<file path="config.mk">
export PLATFORM = sky130hd
export DESIGN_NAME = edge_capture_unit
export DESIGN_NICKNAME = d
export VERILOG_FILES = /design/src/rtl/ecap_pkg.sv /design/src/rtl/ecap_sync.sv /design/src/rtl/ecap_filter.sv /design/src/rtl/ecap_edge.sv /design/src/rtl/edge_capture_unit.sv
export SDC_FILE = /design/constraint.sdc
export NUM_CORES = 1
export LEC_CHECK = 0
export ABC_CLOCK_PERIOD_IN_PS = 1410
export BUFFER_PORTS_ARGS = -buffer_cell sky130_fd_sc_hd__buf_4
export CORE_MARGIN = 2
export CORE_UTILIZATION = 35
export DETAILED_ROUTE_END_ITERATION = 8
export GPL_ROUTABILITY_DRIVEN = 1
export PLACE_DENSITY = 0.66
export SKIP_CTS_REPAIR_TIMING = 1
export SYNTH_ARGS = -nofsm -noshare
export SYNTH_HDL_FRONTEND = slang
export SYNTH_SLANG_ARGS = --single-unit
</file>
<file path="constraint.sdc">
create_clock -name clk -period 1.41 [get_ports clk]
set_input_delay 0.2115 -clock clk [delete_from_list [all_inputs] [get_ports clk]]
set_output_delay 0.2115 -clock clk [all_outputs]
set_load 0.02 [all_outputs]
</file>
<file path="src/rtl/ecap_pkg.sv">
package ecap_pkg;

    typedef enum logic {
        SRC_PIN = 1'b0,
        SRC_CMP = 1'b1
    } ecap_src_e;

    typedef enum logic {
        EDGE_FALL = 1'b0,
        EDGE_RISE = 1'b1
    } ecap_edge_e;

    // set dominates clear
    function automatic logic ecap_flag_next(input logic cur, input logic set, input logic clr);
        return set | (cur & ~clr);
    endfunction

endpackage

</file>
<file path="src/rtl/ecap_sync.sv">
module ecap_sync #(
    parameter int STAGES = 2
) (
    input  logic clk,
    input  logic rst,
    input  logic din,
    output logic dout
);
    logic [STAGES-1:0] chain_q;

    always_ff @(posedge clk) begin
        if (rst) chain_q <= '0;
        else     chain_q <= (chain_q << 1) | STAGES'(din);
    end

    assign dout = chain_q[STAGES-1];
endmodule

</file>
<file path="src/rtl/ecap_filter.sv">
module ecap_filter #(
    parameter int WINDOW = 4
) (
    input  logic clk,
    input  logic rst,
    input  logic en,
    input  logic din,
    output logic level
);
    localparam int HW = WINDOW - 1;

    logic filt_q;

    generate
        if (WINDOW > 1) begin : g_win
            logic [HW-1:0] hist_q;
            logic [WINDOW-1:0] win;
            assign win = {hist_q, din};
            always_ff @(posedge clk) begin
                if (rst) begin
                    hist_q <= '0;
                    filt_q <= 1'b0;
                end else begin
                    hist_q <= (hist_q << 1) | HW'(din);
                    if (&win)       filt_q <= 1'b1;
                    else if (~|win) filt_q <= 1'b0;
                end
            end
        end else begin : g_pass
            always_ff @(posedge clk) begin
                if (rst) filt_q <= 1'b0;
                else     filt_q <= din;
            end
        end
    endgenerate

    assign level = en ? filt_q : din;
endmodule

</file>
<file path="src/rtl/ecap_edge.sv">
module ecap_edge
    import ecap_pkg::*;
(
    input  logic       clk,
    input  logic       rst,
    input  logic       level,
    input  ecap_edge_e pol,
    output logic       evt
);
    logic prev_q;

    always_ff @(posedge clk) begin
        if (rst) prev_q <= 1'b0;
        else     prev_q <= level;
    end

    always_comb begin
        unique case (pol)
            EDGE_RISE: evt = level & ~prev_q;
            EDGE_FALL: evt = ~level & prev_q;
            default:   evt = 1'b0;
        endcase
    end
endmodule

</file>
<file path="src/rtl/edge_capture_unit.sv">
module edge_capture_unit
    import ecap_pkg::*;
#(
    parameter int CNT_W       = 16,
    parameter int SYNC_STAGES = 2,
    parameter int FILT_LEN    = 4
) (
    input  logic             clk,
    input  logic             rst,
    input  logic             trig_pin,
    input  logic             trig_cmp,
    input  logic             src_sel,
    input  logic             edge_rise,
    input  logic             filt_en,
    input  logic             top_mode,
    input  logic [CNT_W-1:0] count_in,
    input  logic             wr_en,
    input  logic [CNT_W-1:0] wr_data,
    input  logic             flag_clr,
    output logic [CNT_W-1:0] cap_value,
    output logic             cap_flag
);
    ecap_src_e  src;
    ecap_edge_e pol;
    logic       raw_trig;
    logic       sync_trig;
    logic       lvl;
    logic       cap_evt;
    logic       cap_take;

    logic [CNT_W-1:0] cap_q;
    logic             flag_q;

    assign src = ecap_src_e'(src_sel);
    assign pol = ecap_edge_e'(edge_rise);
    assign raw_trig = (src == SRC_CMP) ? trig_cmp : trig_pin;

    ecap_sync #(.STAGES(SYNC_STAGES)) u_sync (
        .clk  (clk),
        .rst  (rst),
        .din  (raw_trig),
        .dout (sync_trig)
    );

    ecap_filter #(.WINDOW(FILT_LEN)) u_filt (
        .clk   (clk),
        .rst   (rst),
        .en    (filt_en),
        .din   (sync_trig),
        .level (lvl)
    );

    ecap_edge u_edge (
        .clk   (clk),
        .rst   (rst),
        .level (lvl),
        .pol   (pol),
        .evt   (cap_evt)
    );

    assign cap_take = cap_evt & ~top_mode;

    always_ff @(posedge clk) begin
        if (rst) begin
            cap_q  <= '0;
            flag_q <= 1'b0;
        end else begin
            if (top_mode) begin
                if (wr_en) cap_q <= wr_data;
            end else if (cap_evt) begin
                cap_q <= count_in;
            end
            flag_q <= ecap_flag_next(flag_q, cap_take, flag_clr);
        end
    end

    assign cap_value = cap_q;
    assign cap_flag  = flag_q;
endmodule

</file>
==> impl_results.rst, run 1 <==
.. list-table::
   :header-rows: 1

   * - Metric
     - Value
   * - Global placer's final weighted congestion
     - 0.710
   * - Leading cell type in the layout, fill and taps excluded
     - sky130_fd_sc_hd__buf_4
   * - Die Area
     - 3890 sq um
   * - Remaining routing DRC violations
     - 0
   * - Maximum clock path buffer count
     - 2
   * - Simple-Gate Fraction of Synth Area
     - 14.9%
   * - Die Wd
     - 62.4 um
   * - Final count of pins violating max slew
     - 0
   * - Reg clk slew, reported paths
     - 0.12 ns
   * - Final Skew
     - 0.0118 ns
   * - Origin of the critical flop-to-flop path
     - u_sync.chain_q[1]$_SDFF_PP0_
   * - Number of H-tree levels
     - 1
   * - Placed Area
     - 1630 sq um
   * - Core box area
     - 3310 sq um
   * - Clk_lat worst skew
     - 0.32 ns
   * - Data required time at the worst endpoint
     - 1.62 ns
   * - CTS tree
     - built
   * - Post-layout net count
     - 230
   * - Number of flops mapped to enable cells by yosys
     - 0
   * - Worst Hold Slack
     - 0.130 ns
   * - Maximum fanout along the worst path
     - 8
   * - Wire length after detailed routing
     - 3090 um
   * - Net Count, Synth
     - 176
   * - Share of the clock period used by the worst path after layout
     - 98.6%
   * - Estimated wirelength of the detail-placed design
     - 2170 um
   * - CTS root buffer
     - sky130_fd_sc_hd__clkbuf_4
   * - Initial core utilization
     - 36.1%
   * - Via total after detailed routing
     - 1,163
   * - Maximum number of pins on one net before global-route repair
     - 50
   * - Number of rows in the core area
     - 21
   * - Initial antenna violation count
     - 0
   * - Number of failing setup endpoints in the final timing report
     - 0
   * - DRT Pass-1 Iters
     - 4
   * - Global-route usage over all layers
     - 15.7%
   * - Worst setup startpoint
     - u_sync.chain_q[1]$_SDFF_PP0_
   * - Average detailed-routed wire length per instance
     - 13.3 um
   * - Largest family of logic cells by synthesized area
     - compound AO/OA/AOI/OAI gates
   * - Startpoint types
     - flip-flop
   * - Fillers
     - 334
   * - Share of cells above drive strength 1
     - 36.9%
   * - Via-per-instance ratio
     - 4.99
   * - Maximum resistive drop on vdd
     - 0.000442 V
   * - Clk sink count
     - 24
   * - Outcome
     - finished, final reports clean
   * - Final hold vios
     - 0
   * - Antenna diode count
     - 0
   * - Post-synthesis instance area
     - 1190 sq um
   * - Type of the worst setup path
     - reg2reg
   * - Input/output buffers
     - 58
   * - LEAKAGE
     - 0.827 nW
   * - Portion of netlist area occupied by mux cells
     - 16.6%
   * - Arrival time at the worst endpoint
     - 1.60 ns
   * - Slew HR
     - 70.6%
   * - Antenna-violating nets left
     - 0
   * - Sequential cell area fraction in the yosys report
     - 40.3%
   * - Start point of the worst min-delay path
     - trig_pin
   * - Path class of the lowest-slack min-delay path
     - in2reg
   * - Adder and majority cell fraction of the synthesized area
     - 0%
   * - I/O pins
     - 59
   * - Number of buffers created by CTS
     - 3
   * - Final standard cell utilization of the core
     - 52.0%
   * - Final non-filler cell area
     - 1720 sq um
   * - Flops & latches, synth
     - 24
   * - Vias in the first global route
     - 1,087
   * - Per-instance average area after synthesis
     - 8.91 sq um
   * - Die Span Y
     - 62.4 um
   * - Transition time at the pin with the least slew margin
     - 0.441 ns
   * - Global-route wire length before repair
     - 5000 um
   * - Max-cap check violation count
     - 0
   * - Pwr dens
     - 942 nW/um^2
   * - RSZ-0062 raised after global routing
     - true
   * - Number of library cell types mapped by synthesis
     - 17
   * - Worst setup EP type
     - flip-flop
   * - Global-route congestion overflow total
     - 0
   * - Syn Inst Count
     - 134
   * - Iteration-0 DRC Markers
     - 45
   * - Share of the synthesized netlist area taken by xor and xnor gates
     - 0%
   * - Async set-reset flop share out of synthesis
     - 0%
   * - Fin crit period
     - 1.39 ns
   * - Area growth from synthesis to layout
     - 44.3%
   * - Synth Area in Compound Gates
     - 22.1%
   * - Top library cells by usage in the layout, fill and taps aside
     - sky130_fd_sc_hd__buf_4, sky130_fd_sc_hd__dfxtp_1, sky130_fd_sc_hd__nor2_1
   * - Count of yosys warnings during synthesis
     - 0
   * - Total power after layout
     - 1.62 mW
   * - Max Freq
     - 719 MHz
   * - Top_reg_cell synth
     - sky130_fd_sc_hd__dfxtp_1
-- metrics by stage --
| step | setup slack, ns | TNS (ns) | instances |
|---|---|---|---|
| finish | 0.0197 | 0 | 233 |
| global route | -0.0661 | -0.776 | 233 |
| CTS | -0.0358 | -0.178 | 232 |
| detailed placement | -0.0460 | -0.462 | 228 |
| global placement | 0.0435 | 0 | 228 |
| floorplan | 0.0400 | 0 | 134 |
-- state kept, by name, summed over array words and instances, names as in the netlist --
signal	cells
cap_flag	1
u_edge.prev_q	1
u_filt.filt_q	1
cap_value	16
u_sync.chain_q	2
u_filt.g_win.hist_q	3
-- cell families after synthesis --
family / Yosys count
buffers and inverters: 13
AOI/OAI and AO/OA: 36
DFF: 24
and+or+nand+nor: 42
muxes: 19
-- worst max-delay path, stage by stage, from the launching register on --
cell and delay, ns:
sky130_fd_sc_hd__dfxtp_2 0.37, sky130_fd_sc_hd__mux2i_4 0.20, sky130_fd_sc_hd__mux2i_4 0.37, sky130_fd_sc_hd__buf_6 0.18, sky130_fd_sc_hd__nand2_1 0.05, sky130_fd_sc_hd__o311a_1 0.12
-- Yosys cell counts, types with 2 or more instances --
cell type | n | share of area, %
sky130_fd_sc_hd__nand2_1 | 16 | 5.0
sky130_fd_sc_hd__dfxtp_1 | 24 | 40
sky130_fd_sc_hd__buf_6 | 2 | 1.9
sky130_fd_sc_hd__a21oi_1 | 17 | 7.1
sky130_fd_sc_hd__mux2i_2 | 2 | 2.3
sky130_fd_sc_hd__buf_2 | 2 | 0.84
sky130_fd_sc_hd__nor2_1 | 18 | 5.7
sky130_fd_sc_hd__clkbuf_1 | 6 | 1.9
sky130_fd_sc_hd__buf_4 | 2 | 1.3
sky130_fd_sc_hd__mux2i_1 | 17 | 14
sky130_fd_sc_hd__nor2b_1 | 7 | 3.7
sky130_fd_sc_hd__o311a_1 | 16 | 13
-- per-layer routing --
metal	vias up	global-route usage, %	wire, um
li1	590	-	-
met1	534	19.3	1420
met2	37	26.5	1460
met3	2	4.14	189
met4	0	5.83	23
met5	-	0	0
-- where the power goes --
group	switching [mW]	internal, mW
sequential	0.0305	0.721
clock	0.205	0.287
combinational	0.176	0.202
total	0.412	1.21
-- final cells by class --
class	count	area [sq um]	area share [%]
clock inverters	1	30.0	1.74
well taps	46	57.6	3.34
multi-input cells	97	657	38.1
repair buffers	61	469	27.2
flip-flops and latches	24	483	28.0
inverters	1	3.75	0.218
clock buffers	3	22.5	1.31
-- worst paths after layout --
kind | end | slack (ns) | cells past startpoint
max | cap_value[5]$_SDFFE_PP0P_ | 0.02 | 5
min | u_sync.chain_q[0]$_SDFF_PP0_ | 0.13 | 3
max reg2reg | cap_value[5]$_SDFFE_PP0P_ | 0.02 | 5
min reg2reg | u_sync.chain_q[1]$_SDFF_PP0_ | 0.45 | 1
Power figures use the tool's default switching activity.
==> inputs of run 2 (changes only) <==
Settings changed: CORE_ASPECT_RATIO from default to 1.5.
==> run 2 against run 1 <==
First-iteration DRC count down 29%. Via count up 2.8%. Global-route usage down 0.72 points. Flip-flop and latch count unchanged. Count of clock-buffer cells in the layout unchanged. Critical path depth unchanged. Non-clock buffer count up 2. Routed wire length down 1.7%. Design area up 1.3%. Total power up 6.6%. Sequential power about the same. Largest cell class unchanged. Largest power group unchanged.
==> impl_results.rst, run 2 (same netlist as run 1, synthesis figures left out) <==
.. list-table::
   :header-rows: 1

   * - Metric
     - Value
   * - Max Freq
     - 724 MHz
   * - Placed Area
     - 1630 sq um
   * - Multi-input gate area in the final layout
     - 657 sq um
   * - Maximum number of pins on one net before global-route repair
     - 50
   * - Worst Hold Slack
     - 0.173 ns
   * - Path class of the lowest-slack min-delay path
     - in2reg
   * - Number of cells in the finished layout apart from fillers
     - 231
   * - Clk_lat worst skew
     - 0.26 ns
   * - DRT Pass-1 Iters
     - 4
   * - Number of rows in the core area
     - 26
   * - Startpoint types
     - flip-flop
   * - Iteration-0 DRC Markers
     - 32
   * - FF+latch area
     - 483 sq um
   * - Die Span Y
     - 75.5 um
   * - Leading cell type in the layout, fill and taps excluded
     - sky130_fd_sc_hd__buf_4
   * - CTS tree
     - built
   * - Pwr dens
     - 991 nW/um^2
   * - Arrival time at the worst endpoint
     - 1.54 ns
   * - Total power after layout
     - 1.73 mW
   * - # placed instances
     - 224
   * - Via total after detailed routing
     - 1,196
   * - Share of cells above drive strength 1
     - 37.6%
   * - Worst setup EP type
     - flip-flop
   * - Wire length after detailed routing
     - 3040 um
   * - Global-route wire length before repair
     - 4500 um
   * - Vias in the first global route
     - 1,043
   * - Estimated wirelength of the detail-placed design
     - 2150 um
   * - Core box area
     - 3350 sq um
   * - Global-route congestion overflow total
     - 0
   * - Routed length on met1
     - 1300 um
   * - Maximum resistive drop on vdd
     - 0.000602 V
   * - Number of buffers created by CTS
     - 3
   * - Type of the worst setup path
     - reg2reg
   * - Area growth from synthesis to layout
     - 46.2%
   * - CTS root buffer
     - sky130_fd_sc_hd__clkbuf_8
   * - Slew HR
     - 70.1%
   * - I/O pins
     - 59
   * - Antenna-violating nets left
     - 0
   * - Dpl ws
     - -0.00754 ns
   * - Via-per-instance ratio
     - 5.18
   * - Data required time at the worst endpoint
     - 1.57 ns
   * - Input/output buffers
     - 58
   * - Top sig layer
     - met4
   * - Start point of the worst min-delay path
     - trig_pin
   * - Initial core utilization
     - 35.6%
   * - Max FFs per register
     - 16
   * - Transition time at the pin with the least slew margin
     - 0.448 ns
   * - Share of the clock period used by the worst path after layout
     - 98.0%
   * - Maximum clock path buffer count
     - 2
   * - Final count of pins violating max slew
     - 0
   * - Fin crit period
     - 1.38 ns
   * - Final Skew
     - 0.00301 ns
   * - Origin of the critical flop-to-flop path
     - u_sync.chain_q[1]$_SDFF_PP0_
   * - Global placer's final weighted congestion
     - 0.628
   * - Post-layout net count
     - 232
   * - Top library cells by usage in the layout, fill and taps aside
     - sky130_fd_sc_hd__buf_4, sky130_fd_sc_hd__dfxtp_1, sky130_fd_sc_hd__nor2_1
   * - RSZ-0062 raised after global routing
     - true
   * - Number of H-tree levels
     - 1
   * - Outcome
     - finished, final reports clean
   * - Initial antenna violation count
     - 0
   * - Number of failing setup endpoints in the final timing report
     - 0
   * - Remaining routing DRC violations
     - 0
   * - Average detailed-routed wire length per instance
     - 13.2 um
   * - Die Wd
     - 51.7 um
   * - DR WL met3
     - 174 um
   * - Fillers
     - 315
   * - Die Area
     - 3900 sq um
   * - Clk sink count
     - 24
   * - Final hold vios
     - 0
   * - Max-cap check violation count
     - 0
   * - Final Worst Setup Slack
     - 0.0279 ns
   * - Final non-filler cell area
     - 1750 sq um
   * - Reg clk slew, reported paths
     - 0.09 ns
   * - LEAKAGE
     - 0.840 nW
   * - Worst setup startpoint
     - u_sync.chain_q[1]$_SDFF_PP0_
   * - Maximum fanout along the worst path
     - 14
   * - Setup slack, reg-to-reg
     - 0.03 ns
   * - Antenna diode count
     - 0
   * - Global-route usage over all layers
     - 15.0%
   * - Wire length on met2
     - 1520 um
-- run 2: changes by cell type in the layout (fill, tap and decap cells not counted), sizes merged --
cell,before,now
buf,61,63
-- run 2: power breakdown --
group / internal, mW / total, mW / switching [mW] / leakage (nW)
Clock: 0.379 / 0.600 / 0.221 / 0.0357
Combinational: 0.203 / 0.378 / 0.175 / 0.605
Sequential: 0.721 / 0.752 / 0.0310 / 0.199
Total: 1.30 / 1.73 / 0.427 / 0.840
-- run 2: worst paths after layout --
path | endpoint | depth (start not counted)
hold reg to reg | u_sync.chain_q[1]$_SDFF_PP0_ | 1
setup / recovery | cap_value[5]$_SDFFE_PP0P_ | 5
hold / removal | u_sync.chain_q[0]$_SDFF_PP0_ | 3
setup reg to reg | cap_value[5]$_SDFFE_PP0P_ | 5
-- run 2: layer usage --
layer  vias up  global-route usage, %
met5         -                      0
met4         0                   6.14
met3         4                   2.55
met2        42                   26.2
met1       555                   18.2
li1        595                      -
-- run 2: layout make-up --
class | count | area share (%)
multi-input combinational | 97 | 37.6
sequential | 24 | 27.7
timing repair buffer | 63 | 27.4
tap | 42 | 3.01
clock buffer | 3 | 2.37
clock inverter | 1 | 1.72
inverter | 1 | 0.215
-- run 2: through the flow --
stage / util [%] / TNS (ns)
6_report: 52.1 / 0
5_1_grt: 52.1 / -0.338
4_1_cts: 50.7 / -0.0941
3_5_place_dp: 48.5 / -0.0115
3_3_place_gp: 48.5 / 0
2_1_floorplan: - / 0
-- run 2: worst max-delay path, cell delays in order (launching register included) --
cell,delay [ns]
sky130_fd_sc_hd__dfxtp_2,0.35
sky130_fd_sc_hd__mux2i_4,0.19
sky130_fd_sc_hd__mux2i_4,0.34
sky130_fd_sc_hd__buf_6,0.20
sky130_fd_sc_hd__nand2_1,0.07
sky130_fd_sc_hd__o311a_1,0.12
==> inputs of run 3 (changes only) <==
Settings changed: ABC_CLOCK_PERIOD_IN_PS 1410 to 1600, PLACE_DENSITY 0.66 to default.
Clock period 1.41 ns to 1.6 ns, I/O delays scaled along.
==> run 3 against run 2 <==
Count of clock-buffer cells in the layout unchanged. Critical path depth unchanged. Register-to-register slack better by 0.20 ns. Combinational power down 15%. Critical path type unchanged. Largest cell class unchanged. Highest routed layer unchanged.
==> impl_results.rst, run 3 (same netlist as run 1, synthesis figures left out) <==
.. list-table::
   :header-rows: 1

   * - Metric
     - Value
   * - Proportion of power drawn by flip-flops and latches
     - 49.5%
   * - Iteration-0 DRC Markers
     - 26
   * - RSZ-0062 raised after global routing
     - false
   * - CTS tree
     - built
   * - Transition time at the pin with the least slew margin
     - 0.444 ns
   * - Maximum number of pins on one net before global-route repair
     - 50
   * - Wire length after detailed routing
     - 2780 um
   * - Clock network fraction of total power
     - 26.3%
   * - Area growth from synthesis to layout
     - 40.4%
   * - Die Wd
     - 51.7 um
   * - Max-cap check violation count
     - 0
   * - Dpl ws
     - 0.189 ns
   * - Net Sw Power
     - 0.357 mW
   * - Number of buffers created by CTS
     - 3
   * - Initial core utilization
     - 35.6%
   * - Vias in the first global route
     - 966
   * - Number of cells in the finished layout apart from fillers
     - 228
   * - Startpoint types
     - flip-flop
   * - Pwr dens
     - 797 nW/um^2
   * - Type of the worst setup path
     - reg2reg
   * - Post-layout net count
     - 230
   * - Global placer's final weighted congestion
     - 0.659
   * - Reg2reg path depth
     - 5
   * - Slew HR
     - 70.4%
   * - Clk sink count
     - 24
   * - Via-per-instance ratio
     - 5.04
   * - Leading cell type in the layout, fill and taps excluded
     - sky130_fd_sc_hd__buf_4
   * - Top delay family on crit path
     - multiplexers
   * - Data required time at the worst endpoint
     - 1.76 ns
   * - Share of the clock period used by the worst path after layout
     - 86.1%
   * - Reg clk slew, reported paths
     - 0.08 ns
   * - Die Span Y
     - 75.5 um
   * - Fillers
     - 325
   * - Number of cells on the worst hold path
     - 3
   * - CP dominant cell by count
     - sky130_fd_sc_hd__mux2i_2
   * - Fraction of power spent switching nets
     - 26.8%
   * - Total power after layout
     - 1.34 mW
   * - CTS root buffer
     - sky130_fd_sc_hd__clkbuf_8
   * - Top library cells by usage in the layout, fill and taps aside
     - sky130_fd_sc_hd__buf_4, sky130_fd_sc_hd__dfxtp_1, sky130_fd_sc_hd__nor2_1
   * - Final Skew
     - 0.00527 ns
   * - # placed instances
     - 225
   * - Largest stage delay, worst path
     - 0.34 ns
   * - Origin of the critical flop-to-flop path
     - u_sync.chain_q[1]$_SDFF_PP0_
   * - Worst setup EP type
     - flip-flop
   * - Estimated wirelength of the detail-placed design
     - 2040 um
   * - Max Freq
     - 726 MHz
   * - Worst r2r dst
     - cap_value[13]$_SDFFE_PP0P_
   * - End of the worst hold path
     - u_sync.chain_q[0]$_SDFF_PP0_
   * - Average detailed-routed wire length per instance
     - 12.2 um
   * - Number of failing setup endpoints in the final timing report
     - 0
   * - Worst Hold Slack
     - 0.213 ns
   * - Antenna diode count
     - 0
   * - Core box area
     - 3350 sq um
   * - Clk_lat worst skew
     - 0.26 ns
   * - Global-route usage over all layers
     - 14.4%
   * - Initial antenna violation count
     - 0
   * - Setup slack, reg-to-reg
     - 0.22 ns
   * - Outcome
     - finished, final reports clean
   * - Share of power burned in combinational logic
     - 24.2%
   * - Maximum fanout along the worst path
     - 12
   * - Cell breakdown of the critical path
     - mux2i_2 > mux2i_2 > buf_4 > nand2_1 > o311a_1
   * - I/O pins
     - 59
   * - Total Negative Setup Slacks
     - 0 ns
   * - Global-route wire length before repair
     - 4280 um
   * - Share of cells above drive strength 1
     - 35.5%
   * - Input/output buffers
     - 58
   * - Internal
     - 0.978 mW
   * - Remaining routing DRC violations
     - 0
   * - Number of H-tree levels
     - 1
   * - Fin crit period
     - 1.38 ns
   * - Antenna-violating nets left
     - 0
   * - Start point of the worst min-delay path
     - trig_pin
   * - Max FFs per register
     - 16
   * - Buf+Inv Stages, Crit Path
     - 1
   * - Number of rows in the core area
     - 26
   * - Via total after detailed routing
     - 1,148
   * - Final Worst Setup Slack
     - 0.223 ns
   * - Final count of pins violating max slew
     - 0
   * - Final hold vios
     - 0
   * - LEAKAGE
     - 0.812 nW
   * - Die Area
     - 3900 sq um
   * - DRT Pass-1 Iters
     - 4
   * - Maximum resistive drop on vdd
     - 0.000464 V
   * - Path class of the lowest-slack min-delay path
     - in2reg
   * - Maximum clock path buffer count
     - 2
   * - Global-route congestion overflow total
     - 0
   * - Slowest library cell on the worst path
     - sky130_fd_sc_hd__dfxtp_1
   * - Arrival time at the worst endpoint
     - 1.54 ns
[run 3: cell types whose count changed in the layout (fill, tap and decap cells not counted)]
cell and change:
sky130_fd_sc_hd__buf_6 -2, sky130_fd_sc_hd__mux2i_4 -2, sky130_fd_sc_hd__mux2i_2 +2, sky130_fd_sc_hd__bufinv_16 -1
sky130_fd_sc_hd__buf_4 +1, sky130_fd_sc_hd__buf_2 -1, sky130_fd_sc_hd__dfxtp_1 +2, sky130_fd_sc_hd__dfxtp_2 -2
[run 3: area by class of cell]
| class | count | area, sq um | area share [%] |
|---|---|---|---|
| multi-input combinational | 97 | 639 | 38.2 |
| sequential | 24 | 480 | 28.7 |
| timing repair buffer | 61 | 458 | 27.3 |
| tap | 42 | 52.6 | 3.14 |
| clock buffer | 3 | 41.3 | 2.46 |
| inverter | 1 | 3.75 | 0.224 |
[run 3: how the worst max path moves through the flow]
stage	slack (ns)	cells past startpoint	endpoint	startpoint
finish	0.22	5	cap_value[13]$_SDFFE_PP0P_	u_sync.chain_q[1]$_SDFF_PP0_
global route	0.13	5	cap_value[13]$_SDFFE_PP0P_	u_sync.chain_q[1]$_SDFF_PP0_
CTS	0.22	5	cap_value[13]$_SDFFE_PP0P_	u_sync.chain_q[1]$_SDFF_PP0_
detailed placement	0.19	6	cap_value[13]$_SDFFE_PP0P_	filt_en
global placement	0.22	6	cap_value[1]$_SDFFE_PP0P_	filt_en
floorplan	0.23	5	cap_value[0]$_SDFFE_PP0P_	u_sync.chain_q[1]$_SDFF_PP0_
[run 3: power by group through the flow]
stage / Combinational (mW) / Clock (mW) / Sequential [mW]
3_5_place_dp: 0.326 / 0 / 0.676
4_1_cts: 0.326 / 0.368 / 0.662
3_3_place_gp: 0.320 / 0 / 0.674
2_1_floorplan: 0.143 / 0 / 0.712
6_report: 0.323 / 0.351 / 0.661
5_1_grt: 0.352 / 0.391 / 0.667
[run 3: through the flow]
step	util (%)	cell area, sq um
after global placement	48.8	1630
after floorplan	-	1190
final	50.0	1680
after global routing	50.0	1680
after CTS	50.0	1680
after detailed placement	48.8	1630
[run 3: layer usage]
layer,vias up,part of all wire [%],GRT usage [%]
li1,586,-,-
met1,519,44,17.8
met2,39,49,24.6
met3,4,5.9,2.35
met4,0,1.1,6.14
met5,-,0,0
[run 3: worst register-to-register path, stage by stage, from the launching register on]
cell,delay [ns]
sky130_fd_sc_hd__dfxtp_1,0.34
sky130_fd_sc_hd__mux2i_2,0.21
sky130_fd_sc_hd__mux2i_2,0.29
sky130_fd_sc_hd__buf_4,0.23
sky130_fd_sc_hd__nand2_1,0.08
sky130_fd_sc_hd__o311a_1,0.12
